===== src/rtl/serial_rx_pkg.sv =====
package serial_rx_pkg;
  typedef enum logic [2:0] {
    ST_IDLE,
    ST_START,
    ST_DATA,
    ST_PAR,
    ST_STOP
  } rx_state_e;
endpackage


===== src/rtl/serial_rx_sync.sv =====
module serial_rx_sync #(
  parameter int   STAGES  = 2,
  parameter logic RST_VAL = 1'b1
) (
  input  logic clk,
  input  logic rst_n,
  input  logic d,
  output logic q
);
  logic [STAGES-1:0] sr;

  always_ff @(posedge clk or negedge rst_n) begin
    if (!rst_n) sr <= {STAGES{RST_VAL}};
    else        sr <= {sr[STAGES-2:0], d};
  end

  assign q = sr[STAGES-1];
endmodule


===== src/rtl/serial_rx_sampler.sv =====
module serial_rx_sampler #(
  parameter int OSR       = 16,
  parameter int POS_EARLY = 7,
  parameter int POS_MID   = 8,
  parameter int POS_LATE  = 9
) (
  input  logic clk,
  input  logic rst_n,
  input  logic tick,
  input  logic line,
  input  logic restart,
  input  logic run,
  output logic vote_stb,
  output logic vote_bit,
  output logic vote_noise
);
  localparam int CW = $clog2(OSR);
  localparam logic [CW-1:0] P_E   = CW'(POS_EARLY);
  localparam logic [CW-1:0] P_M   = CW'(POS_MID);
  localparam logic [CW-1:0] P_L   = CW'(POS_LATE);
  localparam logic [CW-1:0] P_TOP = CW'(OSR - 1);

  logic [CW-1:0] pos;
  logic s_early, s_mid;

  always_ff @(posedge clk or negedge rst_n) begin
    if (!rst_n) begin
      pos        <= '0;
      s_early    <= 1'b1;
      s_mid      <= 1'b1;
      vote_stb   <= 1'b0;
      vote_bit   <= 1'b1;
      vote_noise <= 1'b0;
    end else begin
      vote_stb <= 1'b0;
      if (tick) begin
        if (restart) begin
          pos <= CW'(1);
        end else if (run) begin
          pos <= (pos == P_TOP) ? '0 : pos + CW'(1);
          if (pos == P_E) s_early <= line;
          if (pos == P_M) s_mid   <= line;
          if (pos == P_L) begin
            vote_stb   <= 1'b1;
            vote_bit   <= (s_early & s_mid) | (s_early & line) | (s_mid & line);
            vote_noise <= !((s_early == s_mid) && (s_mid == line));
          end
        end
      end
    end
  end

  AST_VOTE_SINGLE: assert property (@(posedge clk) disable iff (!rst_n)
    vote_stb |=> !vote_stb);
endmodule


===== src/rtl/serial_rx_frame.sv =====
module serial_rx_frame
  import serial_rx_pkg::*;
#(
  parameter int DATA_W = 8,
  parameter int LEN_W  = 2
) (
  input  logic              clk,
  input  logic              rst_n,
  input  logic              tick,
  input  logic              line,
  input  logic [LEN_W-1:0]  cfg_len,
  input  logic              cfg_parity_en,
  input  logic              cfg_parity_odd,
  input  logic              cfg_stop2,
  input  logic              vote_stb,
  input  logic              vote_bit,
  input  logic              vote_noise,
  output logic              restart,
  output logic              run,
  output logic              rx_valid,
  output logic [DATA_W-1:0] rx_data,
  output logic              rx_err_frame,
  output logic              rx_err_parity,
  output logic              rx_err_noise
);
  localparam int MIN_BITS = DATA_W - (2 ** LEN_W) + 1;
  localparam int NW       = $clog2(DATA_W + 1);
  localparam int IW       = $clog2(DATA_W);

  rx_state_e         state;
  logic              line_prev;
  logic [NW-1:0]     nbits_q;
  logic              par_en_q, par_odd_q, stop2_q;
  logic [IW-1:0]     idx;
  logic [DATA_W-1:0] shreg;
  logic              par_bit, stop_seen, noise_acc, frame_acc;
  logic              last_data;

  assign restart   = tick && (state == ST_IDLE) && line_prev && !line;
  assign run       = (state != ST_IDLE);
  assign last_data = (NW'(idx) == nbits_q - NW'(1));

  always_ff @(posedge clk or negedge rst_n) begin
    if (!rst_n) begin
      state         <= ST_IDLE;
      line_prev     <= 1'b1;
      nbits_q       <= NW'(DATA_W);
      par_en_q      <= 1'b0;
      par_odd_q     <= 1'b0;
      stop2_q       <= 1'b0;
      idx           <= '0;
      shreg         <= '0;
      par_bit       <= 1'b0;
      stop_seen     <= 1'b0;
      noise_acc     <= 1'b0;
      frame_acc     <= 1'b0;
      rx_valid      <= 1'b0;
      rx_data       <= '0;
      rx_err_frame  <= 1'b0;
      rx_err_parity <= 1'b0;
      rx_err_noise  <= 1'b0;
    end else begin
      rx_valid <= 1'b0;
      if (tick) line_prev <= line;
      if (restart) begin
        state     <= ST_START;
        nbits_q   <= NW'(MIN_BITS) + NW'(cfg_len);
        par_en_q  <= cfg_parity_en;
        par_odd_q <= cfg_parity_odd;
        stop2_q   <= cfg_stop2;
        idx       <= '0;
        shreg     <= '0;
        par_bit   <= 1'b0;
        stop_seen <= 1'b0;
        noise_acc <= 1'b0;
        frame_acc <= 1'b0;
      end else if (vote_stb) begin
        noise_acc <= noise_acc | vote_noise;
        unique case (state)
          ST_START: state <= vote_bit ? ST_IDLE : ST_DATA;
          ST_DATA: begin
            shreg[idx] <= vote_bit;
            idx        <= idx + IW'(1);
            if (last_data) state <= par_en_q ? ST_PAR : ST_STOP;
          end
          ST_PAR: begin
            par_bit <= vote_bit;
            state   <= ST_STOP;
          end
          ST_STOP: begin
            if (!vote_bit) frame_acc <= 1'b1;
            if (stop2_q && !stop_seen) begin
              stop_seen <= 1'b1;
            end else begin
              state         <= ST_IDLE;
              rx_valid      <= 1'b1;
              rx_data       <= shreg;
              rx_err_frame  <= frame_acc | !vote_bit;
              rx_err_parity <= par_en_q & ((^shreg) ^ par_bit ^ par_odd_q);
              rx_err_noise  <= noise_acc | vote_noise;
            end
          end
          default: state <= ST_IDLE;
        endcase
      end
    end
  end

  AST_VALID_PULSE: assert property (@(posedge clk) disable iff (!rst_n)
    rx_valid |=> !rx_valid);
  AST_UPPER_CLEAR: assert property (@(posedge clk) disable iff (!rst_n)
    rx_valid |-> ((rx_data >> nbits_q) == '0));
  AST_PARITY_OFF: assert property (@(posedge clk) disable iff (!rst_n)
    (rx_valid && !par_en_q) |-> !rx_err_parity);
  AST_FALSE_START: assert property (@(posedge clk) disable iff (!rst_n)
    (state == ST_START && vote_stb && vote_bit) |=> (state == ST_IDLE && !rx_valid));
  AST_DATA_HELD: assert property (@(posedge clk) disable iff (!rst_n)
    !rx_valid |=> (rx_valid || $stable(rx_data)));
endmodule


===== src/rtl/serial_rx_oversample.sv =====
module serial_rx_oversample #(
  parameter int OSR         = 16,
  parameter int DATA_W      = 8,
  parameter int LEN_W       = 2,
  parameter int SYNC_STAGES = 2
) (
  input  logic              clk,
  input  logic              rst_n,
  input  logic              tick16,
  input  logic              rxd,
  input  logic [LEN_W-1:0]  cfg_len,
  input  logic              cfg_parity_en,
  input  logic              cfg_parity_odd,
  input  logic              cfg_stop2,
  output logic              rx_valid,
  output logic [DATA_W-1:0] rx_data,
  output logic              rx_err_frame,
  output logic              rx_err_parity,
  output logic              rx_err_noise
);
  localparam int MID = OSR / 2;

  logic line_s, restart, run;
  logic vote_stb, vote_bit, vote_noise;

  serial_rx_sync #(.STAGES(SYNC_STAGES), .RST_VAL(1'b1)) sync_i (
    .clk(clk), .rst_n(rst_n), .d(rxd), .q(line_s)
  );

  serial_rx_sampler #(
    .OSR(OSR), .POS_EARLY(MID - 1), .POS_MID(MID), .POS_LATE(MID + 1)
  ) samp_i (
    .clk(clk), .rst_n(rst_n), .tick(tick16), .line(line_s),
    .restart(restart), .run(run),
    .vote_stb(vote_stb), .vote_bit(vote_bit), .vote_noise(vote_noise)
  );

  serial_rx_frame #(.DATA_W(DATA_W), .LEN_W(LEN_W)) frame_i (
    .clk(clk), .rst_n(rst_n), .tick(tick16), .line(line_s),
    .cfg_len(cfg_len), .cfg_parity_en(cfg_parity_en),
    .cfg_parity_odd(cfg_parity_odd), .cfg_stop2(cfg_stop2),
    .vote_stb(vote_stb), .vote_bit(vote_bit), .vote_noise(vote_noise),
    .restart(restart), .run(run),
    .rx_valid(rx_valid), .rx_data(rx_data),
    .rx_err_frame(rx_err_frame), .rx_err_parity(rx_err_parity),
    .rx_err_noise(rx_err_noise)
  );
endmodule


===== config.mk =====
export PLATFORM = sky130hd
export DESIGN_NAME = serial_rx_oversample
export DESIGN_NICKNAME = d
export VERILOG_FILES = /design/src/rtl/serial_rx_pkg.sv /design/src/rtl/serial_rx_sync.sv /design/src/rtl/serial_rx_sampler.sv /design/src/rtl/serial_rx_frame.sv /design/src/rtl/serial_rx_oversample.sv
export SDC_FILE = /design/constraint.sdc
export NUM_CORES = 1
export LEC_CHECK = 0
export ABC_AREA = 1
export BUFFER_PORTS_ARGS = -buffer_cell sky130_fd_sc_hd__clkbuf_2
export CORE_MARGIN = 5
export CORE_UTILIZATION = 45
export CTS_CLUSTER_DIAMETER = 150
export CTS_CLUSTER_SIZE = 28
export DETAILED_ROUTE_END_ITERATION = 16
export PLACE_DENSITY = 0.68
export SYNTH_ARGS = -nofsm -noshare
export SYNTH_HDL_FRONTEND = slang
export SYNTH_HIERARCHICAL = 1
export SYNTH_SLANG_ARGS = --single-unit

===== constraint.sdc =====
create_clock -name clk -period 2 [get_ports clk]
set_input_delay 0.6 -clock clk [delete_from_list [all_inputs] [get_ports clk]]
set_output_delay 0.6 -clock clk [all_outputs]
set_load 0.005 [all_outputs]

Word-level counts from Yosys, hierarchy flattened --
Index checks and enable logic that the tools add are counted.
Word-level totals: register bits after elaboration 49, input port bits 9, logic and storage cells 125, output and inout bits 12
Cells by class: reductions and logical operators 29, equality and inequality tests 14, multiplexer cells 40, bitwise gates (word level) 12, order comparisons 2, add/sub/neg operators 4
Operators with widths (count):
- two-way mux 3 bit | 8
- two-way mux 8 bit | 3
- two-way mux 1 bit | 22
- AND reduction 4 bit | 4
- == test 4 bit (second input constant) | 3
- two-way mux 4 bit | 3
- case mux 3 bit (4 select lines) | 1
- nonzero test 2 bit | 6
- AND reduction 3 bit | 3
- bitwise mux 8 bit | 1
- XOR reduction 8 bit | 1
- == test 3 x 2 -> 1 bit (second input constant) | 2
- logical AND 1 bit | 6
- AND reduction 2 bit | 3
- adder 3 x 2 -> 4 bit (first input constant) | 1
- adder 4 x 1 -> 4 bit (second input constant) | 1
- bitwise AND 1 bit | 4
- == test 3 x 4 -> 1 bit | 1
- == test 4 x 3 -> 1 bit (second input constant) | 1
- zero test 1 bit | 4
- less-than comparator 3 x 4 -> 1 bit (second input constant) | 1
- OR 1 bit | 4
- subtractor 4 x 1 -> 4 bit (second input constant) | 1
- adder 3 x 1 -> 3 bit (second input constant) | 1
- other kinds (13) | 16

Depth between registers and ports, before layout --
depth in word-level cells 8, gate-level depth with buffers 12, gate-level depth less buffers 12

Modules after synthesis --
Netlist, hierarchy kept.
Modules (own cells, without submodules):
- serial_rx_frame | cells an instance 243, times used 1, area each 1989.4 µm²
- serial_rx_sampler | cells an instance 64, times used 1, area each 529.3 µm²
- serial_rx_sync | cells an instance 2, times used 1, area each 52.6 µm²

Worst setup path after synthesis --
OpenSTA, ideal clock, no wires.
kind in2reg, start in tick16, end reg samp_i.pos[1], data arrival time 1471 ps, path buffers 1, path slack 402 ps, setup time 126 ps, data required time 1874 ps, cell stages on the path 8, path through inv_1 -> nor2_1 -> nand4_4 -> inv_2 -> buf_4 -> nand2_1 -> nand2_1 -> o21ai_0
Between the ends: cells in the longest elaborated chain, start to end 5, elaborated cells between the ends (all ways) 6, those cells by class mux (1); reduce/logical (5)
Ends and longest elaborated chain:
- start: declaration | line serial_rx_oversample.sv:9 | input logic tick16,
- logical AND 1 bit (*) (3 in a row) | line serial_rx_frame.sv:39 | assign restart = tick && (state == ST_IDLE) && line_prev && !line;
- named net restart | line serial_rx_oversample.sv:23 | logic line_s, restart, run;
- nonzero test 2 bit (no line)
- AND reduction 2 bit (no line)
- end signal: assignment | line serial_rx_sampler.sv:40 | pos <= (pos == P_TOP) ? '0 : pos + CW'(1);
- end: declaration | line serial_rx_sampler.sv:23 | logic [CW-1:0] pos;
Mark *: on every way through the listed nets, which the timed path passes. The rest lies on a longest branch. A chain may end at the register's enable or synchronous reset.

Worst setup path in the final report --
start in tick16, end reg samp_i.vote_bit
Between the ends: cells in the longest elaborated chain, start to end 5
Ends and longest elaborated chain:
- logical AND 1 bit (3 in a row) | line serial_rx_frame.sv:39
- named net restart | line serial_rx_oversample.sv:23
- NOT 1 bit (no line)
- AND reduction 4 bit (no line)
- end signal: assignment | line serial_rx_sampler.sv:45 | vote_bit <= (s_early & s_mid) | (s_early & line) | (s_mid & line);
- end: declaration | line serial_rx_sampler.sv:14 | output logic vote_bit,
The timed path passes the listed nets, and every way through them passes these cells.

==> results.cfg <==
[critical_path]
cp_max_fo = 11
crit_family = simple AND/OR/NAND/NOR gates
cp-start-kind = input port
crit_path_cell_trace = clkbuf_2 -> inv_1 -> nor2_1 -> nand4_4 -> inv_2 -> buf_4 -> nor2_8 -> nand2_2 -> nand2_1 -> nand2_1
cpPeakStageDelay_ps = 230
cp_common_cell = nand2_1
end_kind = register
worstPathBufferInverterCount = 4
crit_required_ps = 2250
cp_data_arrival_time_ps = 1890
critical_path_class = input port to register
worst_path_max_delay_cell = nor2_1

[clock_tree]
cts.sinks = 49
clk_latency_ps = 300
path_clk_slew_ps = 90
cts.repair.resized = 0
cts_buffers = 5
htree_num_levels = 2
hold_buffers = 0
clockBufferDepth = 2
cts_tree = done
root_buffer = clkbuf_8
post_cts_buffers = 0

[sta]
max_freq_mhz = 608
worst_slew_pin_slew_ps = 368
finalHoldViolations = 0
fin_setup_tns_ps = 0
post-route-period-util = 0.822
setup_viol = 0
skew_ps = 6.75
rsz0062_at_grt = no
fin_crit_ps = 1640
maxSlewHeadroom = 0.753
finalMaxSlewViolations = 0

[logic_synthesis]
syn_area_mm2 = 0.00257
yosysSeqAreaShare = 0.480
ys.flop_type = dfrtp_1
ys_seq_elements = 49
synth_edf_count = 0
synth_warnings = 6
synthCells = 309
syn_area_per_cell_um2 = 8.32
syn_nets = 326
async_flop_share = 1.00
yosysUniqueCellTypes = 36

[floorplan]
die_w_um = 85.6
coreArea_mm2 = 0.00554
die_h_um = 85.6
start_util = 0.464
rows = 27
num_io_pins = 21
dieArea_mm2 = 0.00733

[global_routing]
grt_pass1_vias = 1959
gr-total-overflow = 0
grt_pass1_wl_um = 8570
antenna_found_initial = 0
grt_start_max_net_pins = 50
track_usage = 0.144

[routing]
drtIter0Drc = 75
firstDrtPassIters = 4
drcViolationCount = 0
wl_met3_um = 164
ant_nets = 0
post_drt_wl_per_cell_um = 11.7
top_layer = met4
routed-wl-met2_um = 2300
vias = 2003
routed_via_density = 4.87
routed_wl_um = 4800
met1_length_um = 2270

[flow_run]
max_cap_violations = 0

[min_path]
hold_class = input port to asynchronous set/reset pin

[layout]
n_antenna_cell = 0
multi_input_area_mm2 = 0.00113
nets = 355
layout-drive-gt1-share = 0.204
fillers = 558
regArea_mm2 = 0.00123
area_growth_pct = 11.7

[status]
outcome = completed

[power_and_ir_drop]
p_leak_uw = 0.00152
p_per_area_mw_per_mm2 = 958
peakVddDrop_mv = 0.506
finalPower_uw = 2750

[placed_design]
port_buffers = 20
hpwl_um = 3580
gp_congestion = 0.828
## where the power goes
group / leakage (uW) / total (uW) / internal (uW) / switching, uW
Combinational: 0.000833 / 837 / 306 / 530
Clock: 0.0000456 / 586 / 250 / 336
Sequential: 0.000642 / 1330 / 1170 / 158
## sequential cells by signal (all words and copies together), names as in the netlist, 2 cells and up
signal	count
frame_i/shreg	8
sync_i/sr	2
samp_i/pos	4
frame_i/idx	3
frame_i/nbits_q	4
frame_i/state	3
frame_i/rx_data	8
## metal layers
metal  GRT usage  vias to the layer above
met3      0.0336                        6
met5           0                        -
met4      0.0432                        0
met1       0.179                      935
li1            -                     1036
met2       0.247                       26
## cell families after synthesis
kind of cell	Yosys count	synth area share
compound gates	41	0.0983
xor+xnor	5	0.0170
fa+ha+maj	8	0.0389
buf+inv	49	0.0798
flops	49	0.480
simple gates	157	0.286
## stage by stage
step | setup slack [ps] | instance area (um2) | utilization | std cells | hold WS, ps
after floorplan | 402 | 2570 | - | 309 | 304
after global placement | 163 | 2790 | 0.503 | 403 | 346
after detailed placement | 52.6 | 2790 | 0.503 | 403 | 358
after CTS | 369 | 2870 | 0.518 | 411 | 277
after global routing | 215 | 2870 | 0.518 | 411 | 294
final | 356 | 2870 | 0.518 | 411 | 270
## layout make-up
type / instances / share of cell area
sequential: 49 / 0.430
multi-input combinational: 211 / 0.394
inverter: 46 / 0.0623
timing repair buffer: 25 / 0.0523
tap: 72 / 0.0314
clock buffer: 6 / 0.0253
clock inverter: 2 / 0.00479
## cell usage after synthesis, drive strengths merged, types with 3 or more instances
cell type | count | share of area
dfrtp | 42 | 0.41
inv | 44 | 0.064
ha | 8 | 0.039
xnor2 | 3 | 0.010
o31ai | 3 | 0.0088
nand2 | 103 | 0.16
o21ai | 27 | 0.063
nand4 | 7 | 0.023
buf | 3 | 0.010
nor2 | 23 | 0.049
a21oi | 5 | 0.0097
dfstp | 7 | 0.072
nand3 | 20 | 0.041
## cells in the final DEF (no fill, tap or decap), types with 3 or more instances in the layout
cell / netlist / final
nand2_2: 6 / 6
ha_1: 8 / 8
nand3_1: 19 / 19
o21ai_2: 7 / 7
o31ai_1: 3 / 3
clkbuf_2: 0 / 20
o21ai_0: 18 / 18
dfrtp_1: 42 / 42
inv_1: 41 / 41
inv_2: 3 / 3
clkbuf_8: 0 / 5
nor2_2: 3 / 3
buf_4: 2 / 4
dfstp_2: 7 / 7
nor2_1: 17 / 17
a21oi_1: 5 / 5
nand4_1: 6 / 6
xnor2_1: 3 / 3
nand2_1: 95 / 95
## path summary, 6_finish.rpt
kind | from | end | slack, ps | depth (start not counted)
max in group asynchronous | rst_n | frame_i/line_prev | 1440 | 2
hold reg to reg | sync_i/sr[0] | sync_i/sr[1] | 370 | 0
hold / removal | rst_n | frame_i/rx_data[5] | 270 | 2
min in group clk | rxd | sync_i/sr[0] | 370 | 1
setup reg to reg | frame_i/state[0] | samp_i/vote_bit | 420 | 8
setup / recovery | tick16 | samp_i/vote_bit | 360 | 10
(Power assumes the default switching activity.)
